File: config.mk
export PLATFORM = sky130hd
export DESIGN_NAME = supply_mode_seq
export DESIGN_NICKNAME = d
export VERILOG_FILES = /design/src/rtl/smseq_pkg.sv /design/src/rtl/smseq_tick_cnt.sv /design/src/rtl/smseq_next.sv /design/src/rtl/smseq_out.sv /design/src/rtl/supply_mode_seq.sv
export SDC_FILE = /design/constraint.sdc
export NUM_CORES = 1
export LEC_CHECK = 0
export BUFFER_PORTS_ARGS = -buffer_cell sky130_fd_sc_hd__buf_4
export CAP_MARGIN = 20
export CELL_PAD_IN_SITES_DETAIL_PLACEMENT = 0
export CELL_PAD_IN_SITES_GLOBAL_PLACEMENT = 2
export CORE_MARGIN = 3
export CORE_UTILIZATION = 37
export CTS_CLUSTER_SIZE = 28
export DETAILED_ROUTE_END_ITERATION = 7
export PLACE_DENSITY = 0.86
export SLEW_MARGIN = 20
export SYNTH_ARGS = -nofsm -noshare
export SYNTH_HDL_FRONTEND = slang
export SYNTH_SLANG_ARGS = --single-unit
File: constraint.sdc
create_clock -name clk -period 3.86 [get_ports clk]
set_clock_uncertainty 0.15 [all_clocks]
set_input_delay 0.579 -clock clk [delete_from_list [all_inputs] [get_ports clk]]
set_output_delay 0.579 -clock clk [all_outputs]
set_load 0.02 [all_outputs]
File: src/rtl/smseq_pkg.sv
package smseq_pkg;

    typedef enum logic [3:0] {
        MD_RESET    = 4'd0,
        MD_NREQ     = 4'd1,
        MD_NORMAL   = 4'd2,
        MD_STANDBY  = 4'd3,
        MD_STOP     = 4'd4,
        MD_SLEEP    = 4'd5,
        MD_NORM_DBG = 4'd6,
        MD_STBY_DBG = 4'd7,
        MD_STOP_DBG = 4'd8
    } mode_e;

    typedef enum logic [1:0] {
        RQ_NORMAL  = 2'd0,
        RQ_STANDBY = 2'd1,
        RQ_STOP    = 2'd2,
        RQ_SLEEP   = 2'd3
    } req_e;

endpackage

File: src/rtl/smseq_tick_cnt.sv
module smseq_tick_cnt #(
    parameter int RST_TICKS = 4,
    parameter int TO_TICKS  = 350
) (
    input  logic clk,
    input  logic rst_n,
    input  logic clr,
    input  logic cnt_en,
    input  logic tick,
    output logic rst_done,
    output logic to_done
);
    localparam int MAX_TICKS = (RST_TICKS > TO_TICKS) ? RST_TICKS : TO_TICKS;
    localparam int CNT_W     = $clog2(MAX_TICKS + 1);
    localparam logic [CNT_W-1:0] RST_LAST = CNT_W'(RST_TICKS - 1);
    localparam logic [CNT_W-1:0] TO_LAST  = CNT_W'(TO_TICKS - 1);
    localparam logic [CNT_W-1:0] CNT_TOP  = CNT_W'(MAX_TICKS);

    logic [CNT_W-1:0] cnt_q;

    always_ff @(posedge clk or negedge rst_n) begin
        if (!rst_n) begin
            cnt_q <= '0;
        end else if (clr) begin
            cnt_q <= '0;
        end else if (cnt_en && tick && (cnt_q != CNT_TOP)) begin
            cnt_q <= cnt_q + 1'b1;
        end
    end

    always_comb begin
        rst_done = cnt_en && tick && (cnt_q == RST_LAST);
        to_done  = cnt_en && tick && (cnt_q == TO_LAST);
    end

endmodule

File: src/rtl/smseq_next.sv
module smseq_next
    import smseq_pkg::*;
(
    input  mode_e      cur,
    input  logic       supply_low,
    input  logic       wake_evt,
    input  logic       req_valid,
    input  logic [1:0] req_mode,
    input  logic       dbg_on,
    input  logic       rst_done,
    input  logic       to_done,
    output mode_e      nxt
);
    req_e rq;

    always_comb begin
        rq  = req_e'(req_mode);
        nxt = cur;
        if (supply_low) begin
            nxt = MD_RESET;                                   // SUPPLY_LOW
        end else begin
            unique case (cur)
                MD_RESET: begin
                    if (rst_done) nxt = MD_NREQ;              // RST_EXPIRE
                end
                MD_NREQ: begin
                    if (req_valid && rq == RQ_NORMAL)
                        nxt = dbg_on ? MD_NORM_DBG : MD_NORMAL;   // NR_SELECT
                    else if (req_valid && rq == RQ_STANDBY)
                        nxt = dbg_on ? MD_STBY_DBG : MD_STANDBY;  // NR_SELECT
                    else if (to_done)
                        nxt = MD_RESET;                       // NR_TIMEOUT
                end
                MD_NORMAL, MD_STANDBY: begin
                    if (req_valid) begin                      // RUN_SWITCH
                        unique case (rq)
                            RQ_NORMAL:  nxt = MD_NORMAL;
                            RQ_STANDBY: nxt = MD_STANDBY;
                            RQ_STOP:    nxt = MD_STOP;
                            RQ_SLEEP:   nxt = MD_SLEEP;
                        endcase
                    end
                end
                MD_NORM_DBG, MD_STBY_DBG: begin
                    if (req_valid) begin                      // RUN_SWITCH
                        unique case (rq)
                            RQ_NORMAL:  nxt = MD_NORM_DBG;
                            RQ_STANDBY: nxt = MD_STBY_DBG;
                            RQ_STOP:    nxt = MD_STOP_DBG;
                            RQ_SLEEP:   nxt = MD_SLEEP;
                        endcase
                    end
                end
                MD_STOP, MD_STOP_DBG: begin
                    if (wake_evt) nxt = MD_NREQ;              // STOP_WAKE
                end
                MD_SLEEP: begin
                    if (wake_evt) nxt = MD_RESET;             // SLEEP_WAKE
                end
                default: nxt = MD_RESET;
            endcase
        end
    end

endmodule

File: src/rtl/smseq_out.sv
module smseq_out
    import smseq_pkg::*;
(
    input  mode_e      cur,
    input  logic       wd_stop_q,
    output logic [3:0] mode,
    output logic       reset_req,
    output logic       wd_enable
);
    always_comb begin
        mode      = cur;
        reset_req = 1'b0;
        wd_enable = 1'b0;
        unique case (cur)
            MD_RESET:               reset_req = 1'b1;
            MD_NORMAL, MD_STANDBY:  wd_enable = 1'b1;
            MD_STOP:                wd_enable = wd_stop_q;
            MD_NREQ, MD_SLEEP, MD_NORM_DBG,
            MD_STBY_DBG, MD_STOP_DBG: wd_enable = 1'b0;
            default:                reset_req = 1'b1;
        endcase
    end

endmodule

File: src/rtl/supply_mode_seq.sv
module supply_mode_seq
    import smseq_pkg::*;
#(
    parameter int RST_TICKS = 4,
    parameter int TO_TICKS  = 350
) (
    input  logic       clk,
    input  logic       rst_n,
    input  logic       tick_1ms,
    input  logic       supply_low,
    input  logic       wake_evt,
    input  logic       req_valid,
    input  logic [1:0] req_mode,
    input  logic       dbg_entry,
    input  logic       wd_in_stop,
    output logic [3:0] mode,
    output logic       reset_req,
    output logic       wd_enable
);
    mode_e state_q;
    mode_e state_d;
    logic  dbg_q;
    logic  wd_stop_q;
    logic  rst_done;
    logic  to_done;
    logic  cnt_clr;
    logic  cnt_en;

    assign cnt_clr = supply_low || (state_d != state_q);
    assign cnt_en  = (state_q == MD_RESET) || (state_q == MD_NREQ);

    smseq_tick_cnt #(
        .RST_TICKS (RST_TICKS),
        .TO_TICKS  (TO_TICKS)
    ) u_cnt (
        .clk      (clk),
        .rst_n    (rst_n),
        .clr      (cnt_clr),
        .cnt_en   (cnt_en),
        .tick     (tick_1ms),
        .rst_done (rst_done),
        .to_done  (to_done)
    );

    smseq_next u_next (
        .cur        (state_q),
        .supply_low (supply_low),
        .wake_evt   (wake_evt),
        .req_valid  (req_valid),
        .req_mode   (req_mode),
        .dbg_on     (dbg_q),
        .rst_done   (rst_done),
        .to_done    (to_done),
        .nxt        (state_d)
    );

    always_ff @(posedge clk or negedge rst_n) begin
        if (!rst_n) begin
            state_q   <= MD_RESET;
            dbg_q     <= 1'b0;
            wd_stop_q <= 1'b0;
        end else begin
            state_q <= state_d;
            if (supply_low)
                dbg_q <= 1'b0;
            else if (dbg_entry && state_q == MD_NREQ)
                dbg_q <= 1'b1;
            if (state_d == MD_STOP && state_q != MD_STOP)
                wd_stop_q <= wd_in_stop;
        end
    end

    smseq_out u_out (
        .cur       (state_q),
        .wd_stop_q (wd_stop_q),
        .mode      (mode),
        .reset_req (reset_req),
        .wd_enable (wd_enable)
    );

endmodule

### Yosys cells after proc, flatten, opt, wreduce, memory -nomap -nowiden

Index checks and enable logic that the tools add are counted.

| operators by class | value |
|---|---|
| add/subtract/negate cells | 1 |
| shift-type cells | 0 |
| muxes and demuxes | 20 |
| equal/unequal tests | 17 |
| order comparisons | 0 |
| reductions and logical operators | 18 |
| div/mod/pow operators | 0 |
| bitwise operators | 0 |
| multiply operators | 0 |

Operator list:

| kind | number |
|---|---|
| 4-bit two-way mux | 9 |
| 4-bit case mux with 4 select lines | 2 |
| 4-bit case mux with 6 select lines | 1 |
| 4-bit by 3-bit equality test with 1-bit output, second input constant | 5 |
| 9-bit two-way mux | 2 |
| 9-bit by 1-bit adder with 9-bit output, second input constant | 1 |
| 9-bit by 2-bit equality test with 1-bit output, second input constant | 1 |
| 9-bit equality test, second input constant | 1 |
| 9-bit inequality test, second input constant | 1 |
| 4-bit by 2-bit equality test with 1-bit output, second input constant | 2 |
| 1-bit logical AND | 8 |
| 8-bit OR reduction | 1 |
| 3-bit two-way mux | 2 |
| 2-bit OR reduction | 3 |
| 2-bit equality test, second input constant | 2 |
| 4-bit by 1-bit equality test with 1-bit output, second input constant | 1 |
| 4-bit equality test, second input constant | 1 |
| 4-bit zero test | 1 |
| 4-bit by 3-bit inequality test with 1-bit output, second input constant | 1 |
| 4-bit inequality test | 1 |
| 2-bit nonzero test | 2 |
| 1-bit two-way mux | 3 |
| 2-bit by 1-bit equality test with 1-bit output, second input constant | 1 |
| 2-bit zero test | 1 |
| 2 further kinds | 3 |

| storage, ports and cells | value |
|---|---|
| bits in writable memories | 0 |
| memory bits (read-only) | 0 |
| bits in latches | 0 |
| register bits | 15 |
| logic and storage cells | 60 |
| memories | 0 |

### Depth between registers and ports, before layout

Gate-level depths: netlist of the first run.

| logic depth | value |
|---|---|
| depth after elaboration | 12 |
| gate-level depth with buffers | 8 |
| mapped depth without buffers | 7 |

### Hierarchy

A second synthesis of the first run with hierarchy kept.

| second synthesis, totals | value |
|---|---|
| cell total of the unflattened synthesis | 119 |
| area total of the unflattened synthesis | 1089.8 µm² |

By module, submodules not included:

| module | area an instance (µm²) | instances | seq. area each (µm²) | cells each |
|---|---|---|---|---|
| smseq_tick_cnt | 545.5 | 1 | 225.2 | 57 |
| supply_mode_seq | 250.2 | 1 | 150.1 | 22 |
| smseq_next | 222.7 | 1 | 0.0 | 31 |
| smseq_out | 71.3 | 1 | 0.0 | 9 |

### Worst setup path before layout of the first run

No wires, ideal clock.

| timing path | value |
|---|---|
| kind | register -> register |
| start point | register state_q[1] |
| end point | register u_cnt.cnt_q[0] |
| setup slack | 1.639 ns |
| buffers on the path | 1 |
| stages on the path, launching flop included | 7 |
| arrival time | 1.935 ns |
| required time | 3.574 ns |
| setup time | 0.136 ns |
| path through | dfrtp_1 or4b_1 o32a_1 a21oi_2 or3_1 buf_4 a21oi_1 |

| on the way | value |
|---|---|
| cells in the longest elaborated chain, start to end | 12 |
| elaborated cells on any way between the ends | 31 |
| those cells by class | eq/ne (9); mux (11); reduce/logical (11) |

RTL lines:

| element | line | text |
|---|---|---|
| from (decl) | supply_mode_seq.sv:20 | `mode_e state_q;` |
| from (signal assigned) | supply_mode_seq.sv:63 | `state_q <= state_d;` |
| 4-bit by 1-bit equality test with 1-bit output / 4-bit zero test (equally long branches) | smseq_next.sv:22, supply_mode_seq.sv:30 |  |
| 1-bit logical OR | supply_mode_seq.sv:30 | `assign cnt_en = (state_q == MD_RESET) \|\| (state_q == MD_NREQ);` |
| 1-bit logical AND | smseq_tick_cnt.sv:26, smseq_tick_cnt.sv:32, smseq_tick_cnt.sv:33 |  |
| 1-bit logical AND | smseq_tick_cnt.sv:33 | `to_done = cnt_en && tick && (cnt_q == TO_LAST);` |
| 4-bit two-way mux | smseq_next.sv:31 | `else if (to_done)` |
| 4-bit two-way mux | smseq_next.sv:29 | `else if (req_valid && rq == RQ_STANDBY)` |
| 4-bit two-way mux | smseq_next.sv:27 | `if (req_valid && rq == RQ_NORMAL)` |
| 4-bit case mux with 6 select lines | smseq_next.sv:22 | `unique case (cur)` |
| 4-bit two-way mux | smseq_next.sv:19 | `if (supply_low) begin` |
| 4-bit inequality test | supply_mode_seq.sv:29 | `assign cnt_clr = supply_low \|\| (state_d != state_q);` |
| 1-bit logical OR | supply_mode_seq.sv:29 |  |
| 9-bit two-way mux / 2-bit nonzero test (equally long branches) | -- |  |
| to (signal assigned) | smseq_tick_cnt.sv:27 | `cnt_q <= cnt_q + 1'b1;` |
| to (decl) | smseq_tick_cnt.sv:19 | `logic [CNT_W-1:0] cnt_q;` |

Parallel ways exist; a longest one is shown, timed or not.
A chain may end at the register's enable or synchronous reset.

### Final worst setup path of the first run

| timing path | value |
|---|---|
| start point | register state_q[1] |
| end point | register u_cnt.cnt_q[1] |

Same word-level chain as after synthesis.

==> metrics.md, run 1 <==
| Metric | Value |
|---|---|
| Outcome | completed |
| TritonRoute pass-1 iters | 4 |
| CTS Root Cell | clkbuf_4 |
| Number of global-route vias before repair | 949 |
| # setup viols final | 0 |
| CTS H-Tree Depth | 1 |
| Worst-margin pin slew | 817.2 ps |
| # IOs | 16 |
| Synth top area cells | dfrtp_1, a21oi_1, xnor2_1, nand2_1, ha_1 |
| Worst-Skew Late Latency | 280 ps |
| Cts bufs inserted | 3 |
| Sequential area share after synthesis | 32.15% |
| Post-CTS Hold Buffers | 1 |
| Syn Inst Count | 133 |
| Post-Syn Area | 1167 um^2 |
| Global-route wire length before repair | 4.664 mm |
| Crit-path max FO | 18 |
| Final HPWL DP | 2.111 mm |
| Tot GR Track Use | 14.80% |
| Peak supply drop | 235.5 uV |
| Top-count cell post-synth | a21oi_1 |
| Post_cts resized | 0 |
| Placed insts | 184 |
| Gr ovfl total | 0 |
| CP endpoint kind | flop |
| Slew Limit Fails | 0 |
| DRC viols | 0 |
| WP data required | 3920 ps |
| CP bufs+invs | 0 |
| Wire per inst | 14.81 um |
| Register area | 375.4 um^2 |
| Worst setup margin | 1359 ps |
| Fillers | 303 |
| Fmax achieved | 399.8 MHz |
| Core Region | 2877 um^2 |
| DIE AREA | 3865 um^2 |
| Fraction of layout cells with a size suffix above 1 | 18.37% |
| Share of the synthesized area in the top cell type | 32.15% |
| CTS tree | done |
| Seq cells post-synth | 15 |
| Rel. slew slack | 45.06% |
| CP Launch Type | flop |
| Hold crit path type | reg2reg |
| CP max stage cell | dfrtp_1 |
| Gp weighted congestion | 0.8161 |
| Critical path, cell by cell | nor4b_4 -> and4_1 -> o32ai_1 -> or3_1 -> a21oi_1 |
| CTS Sinks | 15 |
| Post-Syn Area per Cell | 8.777 um^2 |
| Area Overhead vs Synth | 14.47% |
| Leakage Power | 0.0005691 uW |
| Die Y | 62.17 um |
| Power per cell area | 226.8 nW/um^2 |
| Multi-input logic area | 739.5 um^2 |
| Initial drt markers | 47 |
| Post-synth ARST share | 100.0% |
| Post-route ant nets | 0 |
| Finished Layout Cells | 189 |
| Warnings, synthesis | 0 |
| # Post-CTS Setup Buffers | 0 |
| Antenna violations before repair | 0 |
| Setup TNS | 0 ps |
| CP top delay family | simple AND/OR/NAND/NOR gates |
| Largest net degree at the start of global routing | 19 |
| CP max stage delay | 580 ps |
| Largest area contributor in the synthesized netlist | dfrtp_1 |
| Setup WS pre-CTS | 1393 ps |
| Diode count | 0 |
| Nets | 161 |
| Crit path DAT | 2560 ps |
| Post-synth EDFFs | 0 |
| Top post-synthesis cells by count | a21oi_1, dfrtp_1, nand2_1 |
| Post-synth cell types | 48 |
| Final wirelength | 2.799 mm |
| Hold Vio Cnt, Final | 0 |
| Cell Rows | 19 |
| Worst hold slack | 348.3 ps |
| Max Cap Viol | 0 |
| Clock transition at path regs | 90 ps |
| Clock Path Buffers | 2 |
| Net count after synthesis | 146 |
| Vias after detailed routing | 1059 |
| Period utilisation layout | 64.79% |
| DR vias/cell | 5.603 |
| Port Buffers | 15 |
| Worst Setup Path Type | reg2reg |
| DIE WIDTH | 62.17 um |
| Top_reg_cell synth | dfrtp_1 |
| Starting Density | 40.58% |
| Tmin final | 2501 ps |
| RSZ-0062 raised after global routing | false |
[state kept, by name, summed over array words and instances, names as in the netlist]
register and count:
dbg_q 1, state_q 4, u_cnt.cnt_q 9, wd_stop_q 1
[kinds of logic after synthesis]
group                    Yosys count  synth area share (%)
XOR/XNOR                           7                 5.252
flip-flops                        15                 32.15
multiplexers                       3                 2.680
adder cells (fa/ha/maj)            3                 3.216
AO/OA/AOI/OAI                     35                 20.58
buffers and inverters             11                 4.502
AND/OR/NAND/NOR                   59                 31.62
[stage by stage]
| step | area, um^2 | util (%) | power (uW) |
|---|---|---|---|
| after floorplan | 1167 | - | 194.4 |
| after global placement | 1299 | 45.15 | 214.6 |
| after detailed placement | 1299 | 45.15 | 215.1 |
| after CTS | 1336 | 46.46 | 307.5 |
| after global routing | 1336 | 46.46 | 326.0 |
| final | 1336 | 46.46 | 303.1 |
[cell usage in the layout (no fill, tap or decap), types with 3 or more instances in the layout]
cell	netlist	routed
a21oi_1	17	17
and3_1	3	3
buf_4	1	15
clkbuf_4	0	3
dfrtp_1	15	15
ha_1	3	3
inv_1	5	5
nand2_1	13	13
nand2b_1	4	4
nand3_1	3	3
nand4_1	4	4
nor2_1	5	5
nor3_1	4	4
o21ai_0	3	3
xnor2_1	6	6
[routing by layer]
layer | routed length, um | share of wire (%) | global-route usage, % | vias up
li1 | - | - | - | 526
met2 | 1363 | 49 | 25.27 | 36
met3 | 162 | 5.8 | 3.423 | 2
met1 | 1256 | 45 | 18.66 | 495
met5 | 0 | 0 | 0 | -
met4 | 17 | 0.61 | 4.144 | 0
[where the power goes]
part	internal [uW]	switching (uW)	total [uW]	leakage, uW
clock	38.4	52.2	90.6	0.0000177
sequential	160	5.87	166	0.000208
combinational	22.0	24.4	46.4	0.000343
[path summary, 6_finish.rpt]
check                                      startpoint                    endpoint  slack [ps]  cells past startpoint
worst min-delay path            wd_stop_q$_DFFE_PN0P_       wd_stop_q$_DFFE_PN0P_         350                      1
min in group asynchronous                       rst_n        state_q[2]$_DFF_PN0_         530                      2
worst min register to register  wd_stop_q$_DFFE_PN0P_       wd_stop_q$_DFFE_PN0P_         350                      1
worst max register to register   state_q[1]$_DFF_PN0_  u_cnt.cnt_q[1]$_DFFE_PN0P_        1360                      5
max in group asynchronous                       rst_n  u_cnt.cnt_q[8]$_DFFE_PN0P_        2860                      2
worst max-delay path             state_q[1]$_DFF_PN0_  u_cnt.cnt_q[1]$_DFFE_PN0P_        1360                      5
[area by class of cell]
type | instances | share of cell area, %
Multi-Input combinational cell | 107 | 55.34
Sequential cell | 15 | 28.09
Timing Repair Buffer | 16 | 9.176
Tap cell | 42 | 3.933
Clock buffer | 3 | 1.685
Inverter | 5 | 1.404
Clock inverter | 1 | 0.3745
No activity file was read; power rests on OpenSTA's default activity.
==> run 2, diff against run 1 <==
CORE_UTILIZATION = 34   (was 37)
PLACE_DENSITY = 0.81   (was 0.86)
clock period = 2.5 ns   (was 3.86 ns; I/O delays follow)
==> metrics.md, run 2 (synthesized netlist as in run 1, its figures left out) <==
| Metric | Value |
|---|---|
| Outcome | completed |
| Global-route wire length before repair | 4.878 mm |
| Fmax achieved | 439.5 MHz |
| Nets | 169 |
| Cell Rows | 20 |
| CP max stage cell | dfrtp_1 |
| Max FFs per register | 9 |
| Crit path DAT | 2330 ps |
| Critical path, cell by cell | inv_1 -> ha_1 -> or3b_4 -> o31ai_1 -> buf_4 -> o21a_1 -> o21ai_0 -> a21oi_1 |
| Hold Vio Cnt, Final | 0 |
| DRC viols | 0 |
| Final HPWL DP | 2.164 mm |
| CP max stage delay | 470 ps |
| Starting Density | 37.02% |
| Largest net degree at the start of global routing | 18 |
| Worst setup margin | 224.6 ps |
| Gp weighted congestion | 0.8248 |
| Period utilisation layout | 91.02% |
| # setup viols final | 0 |
| Port Buffers | 15 |
| Leakage Power | 0.0006092 uW |
| Core Region | 3153 um^2 |
| Number of global-route vias before repair | 990 |
| Worst Setup Path Type | reg2reg |
| Gr ovfl total | 0 |
| Hold crit path type | in2reg |
| Crit-path max FO | 6 |
| Initial drt markers | 39 |
| Fillers | 333 |
| Commonest non-fill, non-tap cell in the layout | buf_4 |
| Wire per inst | 14.25 um |
| DR vias/cell | 5.422 |
| CP Launch Type | flop |
| Final wirelength | 2.836 mm |
| RSZ-0062 raised after global routing | false |
| Tot GR Track Use | 14.85% |
| Clock transition at path regs | 80 ps |
| CTS Sinks | 15 |
| Setup TNS | 0 ps |
| Post-route ant nets | 0 |
| Area Overhead vs Synth | 20.26% |
| # IOs | 16 |
| Clock Path Buffers | 2 |
| Worst-margin pin slew | 593.5 ps |
| WP data required | 2550 ps |
| CTS Root Cell | clkbuf_4 |
| # Post-CTS Setup Buffers | 0 |
| CP endpoint kind | flop |
| Most frequent cells in the layout | buf_4, a21oi_1, dfrtp_1, nand2_1, xnor2_1 |
| Max Cap Viol | 0 |
| Tmin final | 2275 ps |
| Diode count | 0 |
| Worst-Skew Late Latency | 270 ps |
| CTS tree | done |
| Fraction of layout cells with a size suffix above 1 | 22.58% |
| CTS H-Tree Depth | 1 |
| Total power | 467.3 uW |
| Slew Limit Fails | 0 |
| DIE WIDTH | 64.60 um |
| Antenna violations before repair | 0 |
| Cts bufs inserted | 3 |
| TritonRoute pass-1 iters | 4 |
| Power per cell area | 332.9 nW/um^2 |
| Top flop regs | u_cnt.cnt_q x9, state_q x4 |
| Top reg by flops | u_cnt.cnt_q |
| Peak supply drop | 256.8 uV |
| Vias after detailed routing | 1079 |
| DIE AREA | 4173 um^2 |
| Rel. slew slack | 60.44% |
| Die Y | 64.60 um |
| Setup WS pre-CTS | 168.0 ps |
==> run 2: cell types whose count changed in the layout (fill, tap and decap cells not counted) <==
cell,previous run,this run
buf_4,15,23
clkbuf_1,0,1
clkinv_2,1,0
nor4b_1,2,1
nor4b_2,0,1
==> run 2: metal layers <==
metal	part of all wire (%)	track usage [%]	vias up
met4	0.63	2.375	0
met2	45	22.42	16
met1	50	21.34	525
met5	0	0	-
li1	-	-	536
met3	4.5	4.159	2
==> run 2: report_power, final <==
group	leakage (uW)	switching, uW	internal (uW)
Sequential	0.000208	7.17	247
Combinational	0.000386	40.8	37.7
Clock	0.0000150	72.5	61.8
Total	0.000609	120	347
==> run 2: through the flow <==
stage          hold WS (ps)  std cells  area (um^2)  utilization (%)
6_report              161.5        199         1404            44.52
5_1_grt               155.2        199         1404            44.52
4_1_cts               155.9        199         1398            44.33
3_5_place_dp          91.82        194         1361            43.17
3_3_place_gp          84.75        194         1361            43.17
2_1_floorplan        -70.59        133         1167                -
==> run 2: repair_timing <==
item | CTS | global route
gates resized for setup | 0 | 1
endpoints found under the setup margin | 0 | 9
hold endpoints to repair | 15 | 0
hold buffers | 1 | 0
==> run 2: path summary, 6_finish.rpt <==
path / start / end / slack (ps) / cells past startpoint
worst max-delay path: u_cnt.cnt_q[0]$_DFFE_PN0P_ / u_cnt.cnt_q[4]$_DFFE_PN0P_ / 220 / 8
worst min-delay path: wd_in_stop / wd_stop_q$_DFFE_PN0P_ / 160 / 2
worst max register to register: u_cnt.cnt_q[0]$_DFFE_PN0P_ / u_cnt.cnt_q[4]$_DFFE_PN0P_ / 220 / 8
worst min register to register: wd_stop_q$_DFFE_PN0P_ / wd_stop_q$_DFFE_PN0P_ / 350 / 1
max in group asynchronous: rst_n / u_cnt.cnt_q[1]$_DFFE_PN0P_ / 1690 / 2
min in group asynchronous: rst_n / state_q[3]$_DFF_PN0_ / 340 / 2
==> run 2: worst max-delay path, delay by kind of cell (launching register included) <==
family	cells	cell delay, ps
buffers and inverters	2	310
AOI/OAI and AO/OA	4	760
adders and majority gates	1	130
and+or+nand+nor	1	390
DFF	1	470
==> run 2: area by class of cell <==
| cell class | count | area, um^2 | share of cell area [%] |
|---|---|---|---|
| flip-flops and latches | 15 | 375.4 | 26.74 |
| well taps | 44 | 55.05 | 3.922 |
| clock buffers | 4 | 26.28 | 1.872 |
| inverters | 5 | 18.77 | 1.337 |
| multi-input cells | 107 | 745.7 | 53.12 |
| repair buffers | 24 | 182.7 | 13.01 |
==> run 3, diff against run 2 <==
ABC_AREA = 1   (was default)
CORE_UTILIZATION = 30   (was 34)
PLACE_DENSITY = 0.79   (was 0.81)
==> metrics.md, run 3 <==
| Metric | Value |
|---|---|
| CTS tree | done |
| Max FFs per register | 9 |
| Share of the synthesized area in the top cell type | 34.36% |
| CP bufs+invs | 1 |
| Final wirelength | 2.726 mm |
| Clock share of power | 31.3% |
| Max Cap Viol | 0 |
| Top reg by flops | u_cnt.cnt_q |
| Tot GR Track Use | 14.05% |
| Critical path, cell by cell | nor2_1 -> inv_1 -> nor2_2 -> nand3_1 -> nand2_1 -> nand2_1 -> nand2_1 -> nand2_1 -> nand2_1 -> nand2_1 -> nand3_4 -> nor2_1 |
| Starting Density | 31.98% |
| RSZ-0062 raised after global routing | false |
| Setup TNS | 0 ps |
| Post-synth ARST share | 100.0% |
| Wire per inst | 12.06 um |
| Rel. slew slack | 76.63% |
| Outcome | completed |
| Period utilisation layout | 78.61% |
| Syn Inst Count | 160 |
| Worst-Skew Late Latency | 290 ps |
| CTS H-Tree Depth | 1 |
| Slew Limit Fails | 0 |
| Sequential area share after synthesis | 34.36% |
| Top-count cell post-synth | nand2_1 |
| HP Start | supply_low |
| Post-Syn Area | 1092 um^2 |
| Hold crit path type | in2reg |
| Vias after detailed routing | 1026 |
| Crit-path max FO | 9 |
| Fmax achieved | 508.8 MHz |
| # setup viols final | 0 |
| Fraction of layout cells with a size suffix above 1 | 18.33% |
| Cts bufs inserted | 3 |
| Post-route ant nets | 0 |
| Top flop regs | u_cnt.cnt_q x9, state_q x4 |
| Clock transition at path regs | 110 ps |
| Worst Setup Path Type | reg2reg |
| Final Util | 38.06% |
| DIE WIDTH | 66.34 um |
| CP max stage delay | 480 ps |
| Largest area contributor in the synthesized netlist | dfrtp_1 |
| FF-to-FF path depth | 12 |
| Reg-to-reg startpoint | state_q[2]$_DFF_PN0_ |
| # IOs | 16 |
| DR vias/cell | 4.540 |
| Synth top area cells | dfrtp_1, nand2_1, inv_1, nor2_1, nand3_1 |
| Initial drt markers | 48 |
| Finished Layout Cells | 226 |
| Worst-margin pin slew | 346.9 ps |
| Reg power frac | 55.2% |
| Gp weighted congestion | 0.8004 |
| CP max stage cell | dfrtp_1 |
| Crit path DAT | 1990 ps |
| Seq cells post-synth | 15 |
| Post_cts resized | 0 |
| Port Buffers | 15 |
| Post-Syn Area per Cell | 6.827 um^2 |
| Placed insts | 221 |
| Flop2flop setup slack | 530 ps |
| GR Util met1 | 21.76% |
| CP dominant cell by count | nand2_1 |
| Area Overhead vs Synth | 19.02% |
| Antenna violations before repair | 0 |
| Most frequent cells in the layout | nand2_1, inv_1, nor2_1 |
| Largest net degree at the start of global routing | 16 |
| CP Launch Type | flop |
| Internal power | 333.6 uW |
| Grt met2 use | 20.32% |
| Tmin final | 1965 ps |
| Worst hold slack | 114.1 ps |
| Net count after synthesis | 173 |
| Commonest non-fill, non-tap cell in the layout | nand2_1 |
| Cell Rows | 21 |
| Core Region | 3416 um^2 |
| DIE AREA | 4401 um^2 |
| CP endpoint kind | flop |
| Fillers | 396 |
| CTS Sinks | 15 |
| Logic pwr share | 13.4% |
| Warnings, synthesis | 0 |
| Peak supply drop | 225.7 uV |
| Diode count | 0 |
| CP top delay family | simple AND/OR/NAND/NOR gates |
| Switching share of power | 28.42% |
| Die Y | 66.34 um |
| Nets | 194 |
| Hold Crit Endpoint | dbg_q$_DFFE_PN0P_ |
| Post-synth EDFFs | 0 |
| Number of global-route vias before repair | 1068 |
| Power per cell area | 358.5 nW/um^2 |
| Hold Vio Cnt, Final | 0 |
| Top_reg_cell synth | dfrtp_1 |
| GR Util met3 | 2.211% |
| NetSw | 132.5 uW |
| DRC viols | 0 |
| Global-route wire length before repair | 4.871 mm |
| Top Usage Layer GRT | met1 |
| WP data required | 2530 ps |
| Leakage Power | 0.0006766 uW |
| Clock Path Buffers | 2 |
| Cells on Worst Hold Path | 2 |
| Reg2Reg Capture Point | u_cnt.cnt_q[3]$_DFFE_PN0P_ |
| CTS Root Cell | clkbuf_4 |
| Gr ovfl total | 0 |
| Post-synth cell types | 20 |
| TritonRoute pass-1 iters | 4 |
| Final HPWL DP | 2.202 mm |
| Top post-synthesis cells by count | nand2_1, inv_1, nor2_1 |
-- run 3: cell count changes in the layout (fill, tap and decap cells not counted), moves of 7 or more --
cell / before / now
xor2_1: 1 / 8
inv_1: 5 / 25
buf_4: 23 / 15
nand2_1: 13 / 39
a21oi_1: 17 / 3
nand3_1: 3 / 15
nor2_1: 5 / 22
-- run 3: cells by family (layout without fill, tap and decap cells) --
| kind of cell | count (synthesis) | after routing | share of synthesized area (%) |
|---|---|---|---|
| compound gates | 11 | 11 | 5.612 |
| xor+xnor | 8 | 8 | 6.415 |
| simple gates | 96 | 96 | 40.89 |
| buf+inv | 27 | 47 | 9.279 |
| flops | 15 | 15 | 34.36 |
| fa+ha+maj | 3 | 3 | 3.437 |
-- run 3: final cells by class --
type	count	area [um^2]	share of cell area, %
repair buffers	16	122.6	9.432
inverters	27	101.3	7.796
flip-flops and latches	15	375.4	28.87
clock inverters	1	5.005	0.3850
clock buffers	3	22.52	1.732
well taps	46	57.56	4.427
multi-input cells	118	615.6	47.35
-- run 3: metal layers --
| layer | part of all wire, % | up-vias |
|---|---|---|
| met1 | 53 | 462 |
| met2 | 41 | 19 |
| met3 | 4.5 | 2 |
| met4 | 0.88 | 0 |
| li1 | - | 543 |
| met5 | 0 | - |
-- run 3: how the worst max path moves through the flow --
stage | from | endpoint | slack, ps | cells past startpoint
2_1_floorplan | state_q[3]$_DFF_PN0_ | u_cnt.cnt_q[7]$_DFFE_PN0P_ | 730 | 12
3_3_place_gp | state_q[3]$_DFF_PN0_ | u_cnt.cnt_q[4]$_DFFE_PN0P_ | 500 | 12
3_5_place_dp | state_q[2]$_DFF_PN0_ | u_cnt.cnt_q[6]$_DFFE_PN0P_ | 520 | 12
4_1_cts | state_q[2]$_DFF_PN0_ | u_cnt.cnt_q[3]$_DFFE_PN0P_ | 510 | 12
5_1_grt | state_q[3]$_DFF_PN0_ | u_cnt.cnt_q[8]$_DFFE_PN0P_ | 290 | 9
6_report | state_q[2]$_DFF_PN0_ | u_cnt.cnt_q[3]$_DFFE_PN0P_ | 530 | 12
-- run 3: worst register-to-register path, stage by stage, from the launching register on --
cell and delay, ps:
dfrtp_1 480, nor2_1 240, inv_1 80, nor2_2 120, nand3_1 100, nand2_1 80, nand2_1 50, nand2_1 70
nand2_1 70, nand2_1 120, nand2_1 100, nand3_4 130, nor2_1 60
-- run 3: timing repair --
action / 4_1_cts / 5_1_grt
setup buffers: 0 / 0
hold buffers: 1 / 0
endpoints found under the setup margin: 0 / 0
hold endpoints to repair: 15 / 0
-- run 3: power by group through the flow --
stage	clock (uW)	sequential, uW	combinational [uW]
floorplan	0	260	34.0
global placement	0	262	62.7
detailed placement	0	262	62.7
CTS	154	257	64.5
global route	164	259	74.3
finish	146	257	62.6
-- run 3: stage by stage --
stage,setup slack [ps],area [um^2],power (uW)
2_1_floorplan,730.6,1092,293.8
3_3_place_gp,499.0,1262,324.4
3_5_place_dp,524.7,1262,324.7
4_1_cts,508.4,1300,475.3
5_1_grt,290.0,1300,497.4
6_report,534.7,1300,466.0
